<file path="src/rtl/tmr_pkg.sv">
package tmr_pkg;
  // Word indices (byte offset >> 2) inside the 64-byte map.
  localparam logic [3:0] WI_PCNT_LO = 4'h0;
  localparam logic [3:0] WI_PCNT_HI = 4'h1;
  localparam logic [3:0] WI_VCNT_LO = 4'h2;
  localparam logic [3:0] WI_VCNT_HI = 4'h3;
  localparam logic [3:0] WI_FREQ    = 4'h4;
  localparam logic [3:0] WI_UACC    = 4'h5;
  localparam logic [3:0] WI_VOFF_LO = 4'h6;
  localparam logic [3:0] WI_VOFF_HI = 4'h7;
  // Comparator block: bit 2 of the index selects the channel, bits 1:0 the register.
  localparam logic [1:0] CR_CMP_LO  = 2'd0;
  localparam logic [1:0] CR_CMP_HI  = 2'd1;
  localparam logic [1:0] CR_CDOWN   = 2'd2;
  localparam logic [1:0] CR_CTRL    = 2'd3;
  // Control word bit positions.
  localparam int CTL_EN   = 0;
  localparam int CTL_MASK = 1;
  localparam int CTL_STAT = 2;
  // Channel numbering.
  localparam int CH_PHYS = 0;
  localparam int CH_VIRT = 1;
  localparam int NUM_CH  = 2;
endpackage

</file>
<file path="src/rtl/tmr_comparator.sv">
module tmr_comparator
  import tmr_pkg::*;
#(
  parameter int BUS_W = 32
) (
  input  logic               clk,
  input  logic               rst,
  input  logic [2*BUS_W-1:0] count_i,
  input  logic [BUS_W-1:0]   wdata_i,
  input  logic               cmp_lo_we,
  input  logic               cmp_hi_we,
  input  logic               cdown_we,
  input  logic               ctrl_we,
  output logic [2*BUS_W-1:0] cmp_o,
  output logic [BUS_W-1:0]   cdown_o,
  output logic [BUS_W-1:0]   ctrl_o,
  output logic               irq_o
);
  localparam int CNT_W = 2 * BUS_W;

  logic [CNT_W-1:0] cmp_q;
  logic             en_q;
  logic             mask_q;
  logic             irq_q;
  logic             reached;
  logic [CNT_W-1:0] cdown_sext;

  assign reached    = (count_i >= cmp_q);
  assign cdown_sext = {{BUS_W{wdata_i[BUS_W-1]}}, wdata_i};

  always_ff @(posedge clk) begin
    if (rst) begin
      cmp_q  <= '0;
      en_q   <= 1'b0;
      mask_q <= 1'b0;
      irq_q  <= 1'b0;
    end else begin
      irq_q <= en_q & ~mask_q & reached;
      if (cdown_we) begin
        cmp_q <= count_i + cdown_sext;
      end else begin
        if (cmp_lo_we) cmp_q[BUS_W-1:0]     <= wdata_i;
        if (cmp_hi_we) cmp_q[CNT_W-1:BUS_W] <= wdata_i;
      end
      if (ctrl_we) begin
        en_q   <= wdata_i[CTL_EN];
        mask_q <= wdata_i[CTL_MASK];
      end
    end
  end

  always_comb begin
    ctrl_o           = '0;
    ctrl_o[CTL_EN]   = en_q;
    ctrl_o[CTL_MASK] = mask_q;
    ctrl_o[CTL_STAT] = en_q & reached;
  end

  assign cmp_o   = cmp_q;
  assign cdown_o = cmp_q[BUS_W-1:0] - count_i[BUS_W-1:0];
  assign irq_o   = irq_q;


  irq_gated_chk: assert property (@(posedge clk) disable iff (rst)
    irq_q |-> $past(en_q && !mask_q));

  irq_reached_chk: assert property (@(posedge clk) disable iff (rst)
    irq_q |-> $past(count_i >= cmp_q));

  cdown_load_chk: assert property (@(posedge clk) disable iff (rst)
    cdown_we |=> cmp_q == $past(count_i) + {{BUS_W{$past(wdata_i[BUS_W-1])}}, $past(wdata_i)});

  ctrl_hold_chk: assert property (@(posedge clk) disable iff (rst)
    !ctrl_we |=> $stable(en_q) && $stable(mask_q));
endmodule

</file>
<file path="src/rtl/tmr_rdmux.sv">
module tmr_rdmux
  import tmr_pkg::*;
#(
  parameter int BUS_W = 32
) (
  input  logic                            mapped_i,
  input  logic [3:0]                      widx_i,
  input  logic [2*BUS_W-1:0]              pcnt_i,
  input  logic [2*BUS_W-1:0]              vcnt_i,
  input  logic [BUS_W-1:0]                freq_i,
  input  logic [BUS_W-1:0]                uacc_i,
  input  logic [2*BUS_W-1:0]              voff_i,
  input  logic [NUM_CH-1:0][2*BUS_W-1:0]  cmp_i,
  input  logic [NUM_CH-1:0][BUS_W-1:0]    cdown_i,
  input  logic [NUM_CH-1:0][BUS_W-1:0]    ctrl_i,
  output logic [BUS_W-1:0]                data_o
);
  localparam int CNT_W = 2 * BUS_W;

  logic        ch;
  logic [1:0]  creg;

  assign ch   = widx_i[2];
  assign creg = widx_i[1:0];

  always_comb begin
    data_o = '0;
    if (mapped_i) begin
      if (widx_i[3]) begin
        unique case (creg)
          CR_CMP_LO: data_o = cmp_i[ch][BUS_W-1:0];
          CR_CMP_HI: data_o = cmp_i[ch][CNT_W-1:BUS_W];
          CR_CDOWN:  data_o = cdown_i[ch];
          default:   data_o = ctrl_i[ch];
        endcase
      end else begin
        unique case (widx_i)
          WI_PCNT_LO: data_o = pcnt_i[BUS_W-1:0];
          WI_PCNT_HI: data_o = pcnt_i[CNT_W-1:BUS_W];
          WI_VCNT_LO: data_o = vcnt_i[BUS_W-1:0];
          WI_VCNT_HI: data_o = vcnt_i[CNT_W-1:BUS_W];
          WI_FREQ:    data_o = freq_i;
          WI_UACC:    data_o = uacc_i;
          WI_VOFF_LO: data_o = voff_i[BUS_W-1:0];
          default:    data_o = voff_i[CNT_W-1:BUS_W];
        endcase
      end
    end
  end
endmodule

</file>
<file path="src/rtl/cmp_timer_frame.sv">
module cmp_timer_frame
  import tmr_pkg::*;
#(
  parameter int          BUS_W    = 32,
  parameter int          ADDR_W   = 8,
  parameter logic [31:0] FREQ_RST = 32'h0
) (
  input  logic                 clk,
  input  logic                 rst,
  input  logic [2*BUS_W-1:0]   sys_count,
  input  logic                 wr_en,
  input  logic                 rd_en,
  input  logic [ADDR_W-1:0]    addr,
  input  logic [BUS_W-1:0]     wdata,
  output logic [BUS_W-1:0]     rdata,
  output logic                 irq_phys,
  output logic                 irq_virt
);
  localparam int CNT_W   = 2 * BUS_W;
  localparam int WORD_LO = 2;
  localparam int WORD_HI = WORD_LO + 3;

  logic [3:0]       widx;
  logic             mapped;
  logic             wr_hit;
  logic [CNT_W-1:0] voff_q;
  logic [BUS_W-1:0] freq_q;
  logic [BUS_W-1:0] uacc_q;
  logic [CNT_W-1:0] vcnt;
  logic [BUS_W-1:0] rd_mux;
  logic [BUS_W-1:0] rdata_q;

  logic [NUM_CH-1:0][CNT_W-1:0] ch_count;
  logic [NUM_CH-1:0][CNT_W-1:0] ch_cmp;
  logic [NUM_CH-1:0][BUS_W-1:0] ch_cdown;
  logic [NUM_CH-1:0][BUS_W-1:0] ch_ctrl;
  logic [NUM_CH-1:0]            ch_irq;

  assign widx   = addr[WORD_HI:WORD_LO];
  assign mapped = (addr[ADDR_W-1:WORD_HI+1] == '0);
  assign wr_hit = wr_en & mapped;
  assign vcnt   = sys_count - voff_q;

  always_ff @(posedge clk) begin
    if (rst) begin
      voff_q <= '0;
      freq_q <= FREQ_RST[BUS_W-1:0];
      uacc_q <= '0;
    end else if (wr_hit && !widx[3]) begin
      case (widx)
        WI_FREQ:    freq_q                <= wdata;
        WI_UACC:    uacc_q                <= wdata;
        WI_VOFF_LO: voff_q[BUS_W-1:0]     <= wdata;
        WI_VOFF_HI: voff_q[CNT_W-1:BUS_W] <= wdata;
        default:    ;
      endcase
    end
  end

  genvar g;
  generate
    for (g = 0; g < NUM_CH; g++) begin : g_ch
      logic sel;
      assign sel         = wr_hit && widx[3] && (widx[2] == g[0]);
      assign ch_count[g] = (g == CH_PHYS) ? sys_count : vcnt;

      tmr_comparator #(.BUS_W(BUS_W)) u_cmp (
        .clk       (clk),
        .rst       (rst),
        .count_i   (ch_count[g]),
        .wdata_i   (wdata),
        .cmp_lo_we (sel && widx[1:0] == CR_CMP_LO),
        .cmp_hi_we (sel && widx[1:0] == CR_CMP_HI),
        .cdown_we  (sel && widx[1:0] == CR_CDOWN),
        .ctrl_we   (sel && widx[1:0] == CR_CTRL),
        .cmp_o     (ch_cmp[g]),
        .cdown_o   (ch_cdown[g]),
        .ctrl_o    (ch_ctrl[g]),
        .irq_o     (ch_irq[g])
      );
    end
  endgenerate

  tmr_rdmux #(.BUS_W(BUS_W)) u_rdmux (
    .mapped_i (mapped),
    .widx_i   (widx),
    .pcnt_i   (sys_count),
    .vcnt_i   (vcnt),
    .freq_i   (freq_q),
    .uacc_i   (uacc_q),
    .voff_i   (voff_q),
    .cmp_i    (ch_cmp),
    .cdown_i  (ch_cdown),
    .ctrl_i   (ch_ctrl),
    .data_o   (rd_mux)
  );

  always_ff @(posedge clk) begin
    if (rst)        rdata_q <= '0;
    else if (rd_en) rdata_q <= rd_mux;
  end

  assign rdata    = rdata_q;
  assign irq_phys = ch_irq[CH_PHYS];
  assign irq_virt = ch_irq[CH_VIRT];


  unmapped_zero_chk: assert property (@(posedge clk) disable iff (rst)
    (rd_en && addr[ADDR_W-1:WORD_HI+1] != '0) |=> rdata == '0);

  vcnt_read_chk: assert property (@(posedge clk) disable iff (rst)
    (rd_en && addr == ADDR_W'(8'h08)) |=> rdata == $past(sys_count[BUS_W-1:0]) - $past(voff_q[BUS_W-1:0]));

  rdata_hold_chk: assert property (@(posedge clk) disable iff (rst)
    !rd_en |=> $stable(rdata_q));

  pcnt_read_chk: assert property (@(posedge clk) disable iff (rst)
    (rd_en && addr == ADDR_W'(8'h04)) |=> rdata == $past(sys_count[CNT_W-1:BUS_W]));
endmodule

</file>
<file path="config.mk">
export PLATFORM = sky130hd
export DESIGN_NAME = cmp_timer_frame
export DESIGN_NICKNAME = d
export VERILOG_FILES = /design/src/rtl/tmr_pkg.sv /design/src/rtl/tmr_comparator.sv /design/src/rtl/tmr_rdmux.sv /design/src/rtl/cmp_timer_frame.sv
export SDC_FILE = /design/constraint.sdc
export NUM_CORES = 2
export LEC_CHECK = 0
export ABC_CLOCK_PERIOD_IN_PS = 8500
export BUFFER_PORTS_ARGS = -buffer_cell sky130_fd_sc_hd__buf_2
export CAP_MARGIN = 20
export CORE_UTILIZATION = 30
export DETAILED_ROUTE_END_ITERATION = 10
export GPL_TIMING_DRIVEN = 0
export PLACE_DENSITY = 0.56
export SLEW_MARGIN = 20
export SYNTH_ARGS = -nofsm -noshare
export SYNTH_HDL_FRONTEND = slang
export SYNTH_HIERARCHICAL = 1
export SYNTH_SLANG_ARGS = --single-unit
</file>
<file path="constraint.sdc">
create_clock -name clk -period 8.5 [get_ports clk]
set_input_delay 1.7 -clock clk [delete_from_list [all_inputs] [get_ports clk]]
set_output_delay 1.7 -clock clk [all_outputs]
set_load 0.01 [all_outputs]
</file>
---- Word-level counts from Yosys, hierarchy flattened ----
Index checks and enable logic that the tools add are counted.
operators by class
  $add $sub $neg .......................... 5
  magnitude comparators ................... 3
  equal/unequal tests ..................... 10
  muxes and demuxes ....................... 16
  bitwise operators ....................... 10
  reduce and logical (&&, ||, !) cells .... 24
operators with widths
  cell                number
  $mux 32             9
  $mux 64             4
  $pmux 32 s7         1
  $add 64x64->64      2
  $ge 64x64->1        2
  $pmux 32 s3         1
  $sub 32x32->32      2
  $sub 64x64->64      1
  $eq 4x3->1 const B  4
  $logic_and 1x1->1   12
  $eq 4x2->1 const B  2
  $reduce_and 2->1    4
  $reduce_bool 2->1   4
  $and 1x1->1         7
  $eq 2x2->1 const B  2
  $eq 4x1->1 const B  1
  $logic_not 2->1     2
  $logic_not 4->1     1
  $mux 3              1
  $not 1->1           3
  $eq 2x1->1 const B  1
  $lt 1x2->1 const B  1
  $logic_not 1->1     1
storage, ports and cells
  bits in registers ....................... 294
  output and inout bits ................... 34
  word-level logic and storage cells ...... 83

---- Logic depth before layout (Yosys ltp) ----
  word-level depth ........................ 8
  depth in mapped cells ................... 27

---- By module ----
The synthesis kept the hierarchy.
by module, submodules not included
  module                           instances  cells each  area an instance (um2)
  tmr_comparator at g_ch[1].u_cmp  1          1345        9999.6
  tmr_comparator at g_ch[0].u_cmp  1          1352        9750.6
  cmp_timer_frame                  1          1306        9710.6
  tmr_rdmux                        1          552         4187.8

---- Worst setup path before layout ----
Ideal clock, no wire load.
  path kind ............................... input port to flip-flop
  start point ............................. input sys_count[0]
  end point ............................... register rdata_q[2], in the netlist rdata[2]
  library setup time ...................... 0.128 ns
  arrival time ............................ 6.583 ns
  data required time ...................... 8.372 ns
  path slack .............................. 1.789 ns
  stages .................................. 26
  path buffers ............................ 0
  cell sequence ........................... inv_1 -> ha_1 -> fa_1 -> and2b_1 -> o2111ai_1 -> and4bb_2 -> nor4_1 -> nor3_2 -> o21ai_2 -> a31oi_2 -> o31ai_2 -> xor2_1 -> ha_1 -> and4_1 -> a31oi_1 -> nand3_1 -> a221oi_1 -> o21ai_0 -> a211o_1 -> a41oi_1 -> nor2_1 -> mux4_2 -> o22ai_1 -> nor3b_1 -> mux2i_1 -> nor2_1
RTL lines
  what                  line                    source
  start, declared       cmp_timer_frame.sv:10   input logic [2*BUS_W-1:0] sys_count,
  end signal, assigned  cmp_timer_frame.sv:100  else if (rd_en) rdata_q <= rd_mux;
  end, declared         cmp_timer_frame.sv:31   logic [BUS_W-1:0] rdata_q;

==> out/results.env <==
FIN_WORST_SKEW_NS=0.0465
POSTSYNTH.ASYNCRESETSHARE_PCT=0
CRITICAL-PATH-TOP-DELAY-FAMILY='compound AO/OA/AOI/OAI gates'
GRT_UTIL_ALL_LAYERS_PCT=33.0
OUTCOME='finished clean'
GRT_PASS1_WL_MM=263
GRT_PASS1_VIAS=34200
CLK_PATH_BUF_DEPTH=3
SYNTH_COMMONEST_CELLS='sky130_fd_sc_hd__a21oi_1 (510), sky130_fd_sc_hd__nand2_1 (489), sky130_fd_sc_hd__ha_1 (379)'
SYNTH.DISTINCT_CELLS=119
FINALWIRELENGTH_MM=193
DIE_AREA_MM2=0.114
ANTENNA_FOUND_INITIAL=18
BOUNDARYPINS=142
MAXCAPVIOLCOUNT=0
SYN_AREA_MM2=0.0336
DIE_W_UM=337
CLOCK.FMAX_MHz=119
SLEW-LIMIT-HEADROOM_PCT=13.4
P_LEAK_nW=15.3
POST_CTS.REPAIR.SETUP_BUFFERS=0
SYN-INSTANCE-COUNT=4555
SYNTH_WARNINGS=6
SETUP_TNS_NS=0
PLACE.DETAILED.HPWL_MM=159
TRITONCTS='built'
SEQCELLAREA_MM2=0.00589
FIN_AREA_MM2=0.0380
MAX_VDD_DROP_mV=0.125
CLKTRANSATPATHREGS_NS=0.06
WORSTSETUPENDPOINTTYPE='register'
CLOCK_TREE.ROOT_CELL='sky130_fd_sc_hd__clkbuf_16'
SYNTH_SEQUENTIAL_AREA_RATIO_PCT=17.5
AREA_DELTA_SYNTH_FINAL_PCT=12.9
WORSTPATHMAXFANOUT=7
GP_CONGESTION=1.11
YS_FLOP_TYPE='sky130_fd_sc_hd__dfxtp_1'
CTS.HTREE.LEVELS=2
POST_CTS_HOLD_BUFFER_COUNT=0
SYNTH_ENABLE_FLOP_CELLS=0
PLACE_INST=6240
FP-ROW-COUNT=122
GRT_MAX_DEGREE=44
VIA_PER_INST=5.89
DIE_HEIGHT_UM=337
POST_ROUTE_CELLS_DRIVE_ABOVE_1_SHARE_PCT=9.53
DETAILEDPLACE.WORSTSLACK_NS=-0.613
COREAREA_MM2=0.111
TIMING_HOLD_VIOLATIONS_FINAL=0
NUMCLOCKSINKS=294
NETLIST_TOP_CELLS_AREA='sky130_fd_sc_hd__dfxtp_1 (17%), sky130_fd_sc_hd__ha_1 (14%), sky130_fd_sc_hd__a21oi_1 (7.6%)'
DRC_ERRORS=0
WORSTSETUPSTARTPOINTTYPE='primary input'
SYNTH_SEQ_CELLS=294
INITIAL_CORE_UTIL_PCT=30.3
SYNTH.AVG_CELL_AREA_UM2=7.39
CP_SLOWEST_STAGE_DELAY_NS=0.86
PLACE.PORT_BUFFERS=138
YOSYSMOSTFREQUENTCELL='sky130_fd_sc_hd__a21oi_1'
POWER.DENSITY_CELL_AREA_mW_PER_MM2=144
VIAS=37200
DRT-PASS1-ITER-COUNT=8
DETAIL_ROUTE.WL_PER_CELL_UM=30.5
POST-ROUTE-MIN-PERIOD_NS=8.40
POST_LAYOUT_NONFILLER_INSTANCES=6317
DRT.ANTENNA.VIOLATING_NETS=0
FILL_CELLS=12100
TIGHTEST_SLEW_NS=1.29
CTS_REPAIR_RESIZE_COUNT=0
SETUP_REPAIR_AFTER_GLOBAL_ROUTING_MISSED_ITS_MARGIN='no'
FINAL_GLOBAL_ROUTE_OVERFLOW_TOTAL=0
INSERTION_DELAY_OF_THE_LATER_CLOCKED_PIN_IN_THE_WORST_SKEW_PAIR_NS=0.64
SYNTH_LARGEST_TYPE_AREA_FRACTION_PCT=17.5
WORSTPATHBUFFERINVERTERCOUNT=2
REQUIRED_NS=9.00
MIN_PATH_TYPE='reg2reg'
CRITICAL-PATH-SLOWEST-CELL='sky130_fd_sc_hd__a21boi_0'
NETLIST.TOP_CELL.BY_AREA='sky130_fd_sc_hd__dfxtp_1'
SETUP_VIOL_COUNT_FINAL=0
NNETSFINAL=5288
PLACED_AREA_MM2=0.0365
MULTI_INPUT_COMB_AREA_MM2=0.0252
WORST_EP_ARRIVAL_TIME_NS=8.90
WORST_SLACK_NS=0.100
DRT_ITER0_DRC=4524
CRITICALPATHCATEGORY='in2reg'
CTS_INSERTED_BUFFERS=42
PART_OF_THE_CYCLE_THE_WORST_PATH_NEEDS_PCT=98.8
MAXSLEWVIOLCOUNT=0
==> path summary, 6_finish.rpt <==
| check | startpoint | endpoint | slack [ns] | cells after the start |
|---|---|---|---|---|
| worst min-delay path | uacc_q[8]$_SDFFE_PP0P_ | uacc_q[8]$_SDFFE_PP0P_ | 0.46 | 2 |
| worst max-delay path | sys_count[26] | rdata[2]$_SDFFE_PP0P_ | 0.10 | 26 |
| worst max register to register | voff_q[22]$_SDFFE_PP0P_ | rdata[2]$_SDFFE_PP0P_ | 0.88 | 26 |
| worst min register to register | uacc_q[8]$_SDFFE_PP0P_ | uacc_q[8]$_SDFFE_PP0P_ | 0.46 | 2 |
==> per-layer routing <==
layer	GRT usage, %	wire length, um	part of all wire [%]	vias up
met5	0	127	0.066	-
met4	17.9	12300	6.4	20
met3	7.05	18700	9.7	436
met2	50.1	81000	42	1921
met1	43.4	80700	42	18000
li1	-	-	-	16800
==> area by class of cell <==
type	instances	area share (%)
antenna	2	0.0132
inverter	320	3.16
tap	1488	4.90
clock buffer	57	3.15
multi-input combinational	3672	66.2
timing repair buffer	141	1.94
sequential	294	15.5
buffer	325	4.47
clock inverter	18	0.652
==> worst reg2reg max path, stage by stage (launching register included) <==
cell and delay [ns]:
sky130_fd_sc_hd__dfxtp_1 0.43, sky130_fd_sc_hd__inv_1 0.12, sky130_fd_sc_hd__ha_1 0.28, sky130_fd_sc_hd__buf_2 0.18, sky130_fd_sc_hd__a21oi_1 0.35, sky130_fd_sc_hd__o2111ai_1 0.16, sky130_fd_sc_hd__a21boi_0 0.86, sky130_fd_sc_hd__nor2_1 0.13
sky130_fd_sc_hd__a21oi_1 0.30, sky130_fd_sc_hd__nand4b_1 0.23, sky130_fd_sc_hd__a21boi_0 0.50, sky130_fd_sc_hd__o21ai_0 0.20, sky130_fd_sc_hd__xor2_1 0.45, sky130_fd_sc_hd__ha_1 0.34, sky130_fd_sc_hd__and4_1 0.23, sky130_fd_sc_hd__a31oi_1 0.17
sky130_fd_sc_hd__nand3_1 0.09, sky130_fd_sc_hd__a221oi_1 0.31, sky130_fd_sc_hd__o21ai_0 0.26, sky130_fd_sc_hd__a211o_1 0.32, sky130_fd_sc_hd__a41oi_1 0.32, sky130_fd_sc_hd__nor2_2 0.21, sky130_fd_sc_hd__mux4_2 0.56, sky130_fd_sc_hd__o22ai_1 0.18
sky130_fd_sc_hd__nor3b_1 0.10, sky130_fd_sc_hd__mux2i_1 0.16, sky130_fd_sc_hd__nor2_1 0.05
==> cell families (layout without fill, tap and decap cells) <==
logic type	after synthesis	count (layout)	synth area share (%)
other	2	60	0.0223
AOI/OAI and AO/OA	1531	1531	29.5
adders and majority gates	384	384	14.4
DFF	294	294	17.5
and+or+nand+nor	1247	1247	17.1
buffers and inverters	645	861	8.62
muxes	227	227	7.07
xor gates and xnor gates	225	225	5.86
==> sequential cells by signal, summed over array words and instances, names as in the netlist <==
register / flops
voff_q: 64
g_ch.u_cmp/cmp_o: 128
uacc_q: 32
g_ch.u_cmp/en_q: 2
g_ch.u_cmp/irq_o: 2
g_ch.u_cmp/mask_q: 2
freq_q: 32
rdata: 32
==> cell usage in the layout, fill, tap and decap left out, drive strengths merged, types with 40 or more instances in the layout <==
cell	count
nand4	87
dfxtp	294
a21oi	512
a21o	145
xor2	95
o21a	54
xnor2	130
a211oi	185
nand2b	40
o31ai	41
o21ai	235
nand3	43
clkbuf	229
nor2b	41
o21bai	44
ha	379
nor2	366
inv	324
nor3	50
conb	58
nand2	492
a31oi	43
mux2i	214
o22ai	56
buf	292
==> through the flow <==
step	util [%]	hold WS (ns)	total power, mW
after global routing	34.2	0.473	5.65
after CTS	34.2	0.455	5.41
after global placement	32.8	0.442	3.47
after floorplan	-	0.433	2.71
after detailed placement	32.9	0.447	3.47
final	34.2	0.457	5.48
==> power by group <==
| part | switching (mW) | internal (mW) |
|---|---|---|
| logic | 1.45 | 0.677 |
| registers | 0.0164 | 1.39 |
| clock network | 0.802 | 1.14 |
Power figures use the tool's default switching activity.
